[config.mk]
export PLATFORM = sky130hd
export DESIGN_NAME = rtc_sqw_alarm_ctrl
export DESIGN_NICKNAME = d
export VERILOG_FILES = /design/src/rtl/rtc_sqw_pkg.sv /design/src/rtl/rtc_ctrl_regs.sv /design/src/rtl/rtc_wave_div.sv /design/src/rtl/rtc_pin_fsm.sv /design/src/rtl/rtc_sqw_alarm_ctrl.sv
export SDC_FILE = /design/constraint.sdc
export NUM_CORES = 1
export LEC_CHECK = 0
export BUFFER_PORTS_ARGS = -buffer_cell sky130_fd_sc_hd__buf_2
export CORE_MARGIN = 2
export CORE_UTILIZATION = 47
export DETAILED_ROUTE_END_ITERATION = 12
export GPL_TIMING_DRIVEN = 0
export PLACE_DENSITY = 0.74
export SLEW_MARGIN = 0
export SYNTH_ARGS = -nofsm -noshare
export SYNTH_HDL_FRONTEND = slang
export SYNTH_SLANG_ARGS = --single-unit
[constraint.sdc]
create_clock -name clk -period 2.05 [get_ports clk]
set_clock_uncertainty 0.05 [all_clocks]
set_input_delay 0.41 -clock clk [delete_from_list [all_inputs] [get_ports clk]]
set_output_delay 0.41 -clock clk [all_outputs]
set_load 0.05 [all_outputs]
[src/rtl/rtc_sqw_pkg.sv]
package rtc_sqw_pkg;

    // pin drive modes held by the output state machine
    typedef enum logic [1:0] {
        PM_HIZ  = 2'd0,
        PM_WAVE = 2'd1,
        PM_INT  = 2'd2
    } pin_mode_e;

    localparam logic [7:0] CTRL_RD_ADDR = 8'h0D;
    localparam logic [7:0] CTRL_WR_ADDR = 8'h8D;
    localparam logic [7:0] CTRL_RST_VAL = 8'h18;
    localparam logic [7:0] CTRL_KEEP    = 8'hBD;

    // control field positions (decoded by neighbouring logic)
    localparam int B_OSC_STOP = 7;
    localparam int B_BK_DRIVE = 5;
    localparam int B_RATE_HI  = 4;
    localparam int B_RATE_LO  = 3;
    localparam int B_INT_SEL  = 2;
    localparam int B_IRQ_EN   = 0;

endpackage

[src/rtl/rtc_ctrl_regs.sv]
module rtc_ctrl_regs
    import rtc_sqw_pkg::*;
#(
    parameter int DW = 8
) (
    input  logic          clk,
    input  logic          rst_n,
    input  logic          vcc_ok,
    input  logic          alarm_match,
    input  logic          flag_clr,
    input  logic          acc_wr,
    input  logic          acc_rd,
    input  logic [DW-1:0] acc_addr,
    input  logic [DW-1:0] acc_wdata,
    output logic [DW-1:0] rd_data,
    output logic [DW-1:0] ctrl_q,
    output logic          alarm_flag,
    output logic          osc_en
);

    logic wr_hit;
    assign wr_hit = acc_wr && (acc_addr == CTRL_WR_ADDR);

    always_ff @(posedge clk) begin
        if (!rst_n) begin
            ctrl_q <= CTRL_RST_VAL;
        end else if (wr_hit) begin
            ctrl_q <= acc_wdata & CTRL_KEEP;
        end
    end

    // set has priority over clear
    always_ff @(posedge clk) begin
        if (!rst_n) begin
            alarm_flag <= 1'b0;
        end else if (alarm_match) begin
            alarm_flag <= 1'b1;
        end else if (flag_clr) begin
            alarm_flag <= 1'b0;
        end
    end

    always_comb begin
        rd_data = '0;
        if (acc_rd && (acc_addr == CTRL_RD_ADDR)) begin
            rd_data = ctrl_q;
        end
    end

    assign osc_en = vcc_ok || !ctrl_q[B_OSC_STOP];


    flag_set_chk: assert property (@(posedge clk) disable iff (!rst_n)
        alarm_match |=> alarm_flag);


    flag_clr_chk: assert property (@(posedge clk) disable iff (!rst_n)
        (flag_clr && !alarm_match) |=> !alarm_flag);


    osc_mains_chk: assert property (@(posedge clk) disable iff (!rst_n)
        vcc_ok |-> osc_en);

endmodule

[src/rtl/rtc_wave_div.sv]
module rtc_wave_div #(
    parameter int CNT_W = 15
) (
    input  logic       clk,
    input  logic       rst_n,
    input  logic       osc_en,
    input  logic [1:0] rate_sel,
    output logic       wave
);

    localparam int TAP_SLOW = CNT_W - 1;
    localparam int TAP_DIV4 = 1;
    localparam int TAP_DIV8 = 2;

    logic [CNT_W-1:0] cnt_q;

    always_ff @(posedge clk) begin
        if (!rst_n) begin
            cnt_q <= '0;
        end else if (!osc_en) begin
            cnt_q <= '0;
        end else begin
            cnt_q <= cnt_q + 1'b1;
        end
    end

    always_comb begin
        unique case (rate_sel)
            2'b00:   wave = cnt_q[TAP_SLOW];
            2'b01:   wave = cnt_q[TAP_DIV8];
            2'b10:   wave = cnt_q[TAP_DIV4];
            default: wave = clk;
        endcase
    end


    div_hold_chk: assert property (@(posedge clk) disable iff (!rst_n)
        !osc_en |=> (cnt_q == '0));

endmodule

[src/rtl/rtc_pin_fsm.sv]
module rtc_pin_fsm
    import rtc_sqw_pkg::*;
(
    input  logic clk,
    input  logic rst_n,
    input  logic vcc_ok,
    input  logic bk_drive,
    input  logic int_sel,
    input  logic irq_en,
    input  logic alarm_flag,
    input  logic osc_en,
    input  logic wave,
    output logic pin_oe,
    output logic pin_val
);

    pin_mode_e state_q, state_d;

    always_comb begin
        if (!vcc_ok && !bk_drive) begin
            state_d = PM_HIZ;      // supply-loss release
        end else if (int_sel) begin
            state_d = PM_INT;      // interrupt select
        end else begin
            state_d = PM_WAVE;     // wave select
        end
    end

    always_ff @(posedge clk) begin
        if (!rst_n) begin
            state_q <= PM_HIZ;
        end else begin
            state_q <= state_d;
        end
    end

    always_comb begin
        unique case (state_q)
            PM_WAVE: begin
                pin_oe  = 1'b1;
                pin_val = osc_en ? wave : 1'b1;
            end
            PM_INT: begin
                pin_oe  = 1'b1;
                pin_val = !(irq_en && alarm_flag);
            end
            default: begin
                pin_oe  = 1'b0;
                pin_val = 1'b1;
            end
        endcase
    end


    hiz_release_chk: assert property (@(posedge clk) disable iff (!rst_n)
        (!vcc_ok && !bk_drive) |=> !pin_oe);


    drive_keep_chk: assert property (@(posedge clk) disable iff (!rst_n)
        (vcc_ok || bk_drive) |=> pin_oe);

endmodule

[src/rtl/rtc_sqw_alarm_ctrl.sv]
module rtc_sqw_alarm_ctrl
    import rtc_sqw_pkg::*;
#(
    parameter int DW    = 8,
    parameter int CNT_W = 15
) (
    input  logic          clk,
    input  logic          rst_n,
    input  logic          vcc_ok,
    input  logic          alarm_match,
    input  logic          flag_clr,
    input  logic          acc_wr,
    input  logic          acc_rd,
    input  logic [DW-1:0] acc_addr,
    input  logic [DW-1:0] acc_wdata,
    output logic [DW-1:0] rd_data,
    output logic          alarm_flag,
    output logic          osc_en,
    output logic          pin_oe,
    output logic          pin_val
);

    logic [DW-1:0] ctrl_q;
    logic          wave;

    rtc_ctrl_regs #(.DW(DW)) u_regs (
        .clk         (clk),
        .rst_n       (rst_n),
        .vcc_ok      (vcc_ok),
        .alarm_match (alarm_match),
        .flag_clr    (flag_clr),
        .acc_wr      (acc_wr),
        .acc_rd      (acc_rd),
        .acc_addr    (acc_addr),
        .acc_wdata   (acc_wdata),
        .rd_data     (rd_data),
        .ctrl_q      (ctrl_q),
        .alarm_flag  (alarm_flag),
        .osc_en      (osc_en)
    );

    rtc_wave_div #(.CNT_W(CNT_W)) u_div (
        .clk      (clk),
        .rst_n    (rst_n),
        .osc_en   (osc_en),
        .rate_sel (ctrl_q[B_RATE_HI:B_RATE_LO]),
        .wave     (wave)
    );

    rtc_pin_fsm u_fsm (
        .clk        (clk),
        .rst_n      (rst_n),
        .vcc_ok     (vcc_ok),
        .bk_drive   (ctrl_q[B_BK_DRIVE]),
        .int_sel    (ctrl_q[B_INT_SEL]),
        .irq_en     (ctrl_q[B_IRQ_EN]),
        .alarm_flag (alarm_flag),
        .osc_en     (osc_en),
        .wave       (wave),
        .pin_oe     (pin_oe),
        .pin_val    (pin_val)
    );

endmodule

==> results <==
- At the worst endpoint, the arrival time is 1.98 ns.
- The half-perimeter wire length after placement is 2.02 mm.
- The overall global routing resource usage is 0.215.
- The top cell types in the final layout, fill and taps aside, are 23 x sky130_fd_sc_hd__dfxtp_1, 20 x sky130_fd_sc_hd__buf_2, 14 x sky130_fd_sc_hd__nand2_1, 11 x sky130_fd_sc_hd__nand3_1, 9 x sky130_fd_sc_hd__mux2i_1.
- The number of synthesis warnings is 0.
- The worst setup path is launched from a clock port.
- The area fraction of the dominant cell type after synthesis is 0.404.
- Setup repair after global routing could not meet its margin everywhere.
- The height of the chip is 54.3 um.
- In the post-synthesis netlist, the biggest area contributors are sky130_fd_sc_hd__dfxtp_1 40%, sky130_fd_sc_hd__mux2i_1 7.6%, sky130_fd_sc_hd__nand2_1 4.7%.
- The final reports fail on setup timing.
- The initial utilization of the core area, before any placement, comes to 0.489.
- For this run, the register share of the synthesized area comes to 0.404.
- In the final design database the tool counted 203 nets.
- The largest total area in the synthesized netlist belongs to sky130_fd_sc_hd__dfxtp_1.
- The horizontal die dimension is 54.3 um.
- The required time reported for the critical path endpoint is 1.59 ns.
- The via count of the first global-routing pass is 1073.
- The total area inside the core boundary comes to 2430 um2.
- The finished cells cover 1600 um2.
- The synthesis-stage register bit count is 24.
- The initial antenna violation count came to 0.
- For this design the static power due to leakage is 0.620 nW.
- In the final routed layout, each cell accounts on average for 13.3 um.
- The worst hold path class is input port to flip-flop.
- In this run the tool buffered the top-level ports with 30 buffer cells.
- The largest net degree at the start of global routing is 15.
- The final number of setup-violating endpoints is 7.
- After the first detailed-routing iteration, the DRC count stood at 13.
- Of the total synthesized cell area, the portion taken by full adders, half adders and majority gates is 0.0315.
- Summing every instance area after synthesis gives 1190 um2.
- The number of enable flip-flop cells after synthesis is 0.
- The layout cell share with drive strength beyond 1 is 0.318.
- The count of nets left with antenna violations once routing finished came out at 0.
- The flow ran to the end, but the final reports show violations.
- Of all nets on the critical path, the largest fanout is 2.
- Across the VDD grid, the largest voltage drop is 0.427 mV.
- OpenSTA, run right after detailed placement, puts the worst setup slack at -0.326 ns.
- Among all flip-flop cells after synthesis, the most frequent one is sky130_fd_sc_hd__dfxtp_1.
- Once placement finished, the instance area stood at 1410 um2.
- The number of rows in the core area is 18.
- For this run, design rule violations remaining after detail routing come to 0.
- After synthesis, the largest family of logic cells by area is simple AND/OR/NAND/NOR gates.
- The post-layout worst setup margin is -0.389 ns.
- The remaining global-route overflow is 0.
- Of the total synthesized cell area, the portion taken by AND, OR, NAND and NOR gates is 0.313.
- Pin placement for this block handled 35 I/O pins.
- The critical path endpoint category is an output port.
- The synthesized instance count is 137.
- The area fraction in compound gates after synthesis is 0.0841.
- The number of antenna diodes in the final layout is 0.
- The insertion delay of the later-clocked pin in the worst-skew pair is 0.42 ns.
- After clock tree synthesis, the clock-pin slew on the worst setup and hold paths is 0.14 ns.
- The number of vias after detailed routing is 1092.
- The end-of-flow core utilization is 0.659.
- The die covers 2950 um2.
- The total wirelength of the detailed-routed design is 2.73 mm.
- The mean number of vias per cell is 5.30.
- The first-pass GRT wire length is 4.45 mm.
- The relative area change from synthesis to final layout is 34.8%.
- The count of final max-slew check failures was 0.
- The average size of a mapped cell is 8.69 um2.
- The most frequent standard cell in the layout excluding fill and tap cells is sky130_fd_sc_hd__dfxtp_1.
- Routability-driven placement finished with a final weighted congestion of 0.775.
- The worst setup path is of the clock port to output port kind.
- The tool flagged a number of max-cap violations equal to 0.
- Synthesis instantiated 29 different standard cells from the library.
- The number of hold violations in the final report was 0.
- Dividing total power by cell area gives a power density of 659 nW/um2.
- Of the total synthesized cell area, the portion taken by XOR and XNOR cells is 0.0221.
- The mux share of post-synthesis cell area is 0.0946.
- The first TritonRoute pass finished after 4 iterations.
- The proportion of register bits with asynchronous set or reset after synthesis is 0.
- TritonCTS built the clock tree.
-- final cells by class --
type	instances	area, um2
plain buffers	6	30.0
clock buffers	6	60.1
fillers	209	828
well taps	30	37.5
flip-flops and latches	24	482
repair buffers	31	239
inverters	7	27.5
clock inverters	1	30.0
multi-input cells	101	698
-- worst max-delay path: stages --
cell and delay [ns]:
sky130_fd_sc_hd__buf_8 0.09, sky130_fd_sc_hd__mux4_2 0.47, sky130_fd_sc_hd__o21ai_2 0.18, sky130_fd_sc_hd__nand2_4 0.07, sky130_fd_sc_hd__buf_8 0.15
-- Yosys cell counts, drive strengths merged (4+ instances only) --
cell type,instances
dfxtp,24
nand2,15
nand3,11
mux2i,9
a21oi,8
and2,6
inv,6
nor2,6
nor2b,6
o21ai,6
clkbuf,4
nand3b,4
nor4,4
or3,4
-- stage by stage --
step	hold WS, ns	cells	TNS (ns)	total power [W]
global route	0.131	206	-1.42	0.00110
finish	0.146	206	-1.16	0.00106
global placement	0.392	198	-2.12	0.000618
detailed placement	0.411	198	-2.19	0.000622
CTS	0.141	206	-1.55	0.00105
floorplan	0.371	138	-0.278	0.000588
-- flip-flops by register name, indices dropped and copies added (netlist names) --
name,cells
u_div.cnt_q,15
u_fsm.state_q,2
u_regs.ctrl_q,6
u_regs.alarm_flag,1
-- per-layer routing --
layer  vias up  share of wire  global-route usage
li1        557              -                   -
met3         2          0.057              0.0820
met4         0         0.0037              0.0958
met5         -              0                   0
met2        36           0.52               0.367
met1       497           0.41               0.234
-- power by group --
group          switching [W]  internal [W]
Sequential         0.0000107      0.000474
Combinational      0.0000496     0.0000371
Clock               0.000185      0.000300
Total               0.000246      0.000812
-- worst paths after layout --
path                            cells past startpoint              from  slack [ns]                end
worst min-delay path                                2       alarm_match        0.15  u_regs.alarm_flag
worst min register to register                      2  u_regs.ctrl_q[5]        0.43   u_regs.ctrl_q[5]
worst max register to register                      4    u_div.cnt_q[2]        0.32    u_div.cnt_q[13]
worst max-delay path                                5               clk       -0.39            pin_val
-- cells by family after synthesis --
| group | Yosys count |
|---|---|
| simple gates | 65 |
| flops | 24 |
| compound gates | 18 |
| buf+inv | 13 |
| mux | 10 |
| fa+ha+maj | 3 |
| xor+xnor | 3 |
| other cells | 1 |
-- timing repair --
action                                  4_1_cts  5_1_grt
pin swaps                                     8        4
setup buffers                                 2        0
endpoints found under the setup margin        9        9
hold buffers                                  0        0
gates resized for setup                      29        5
(Power assumes the default switching activity.)
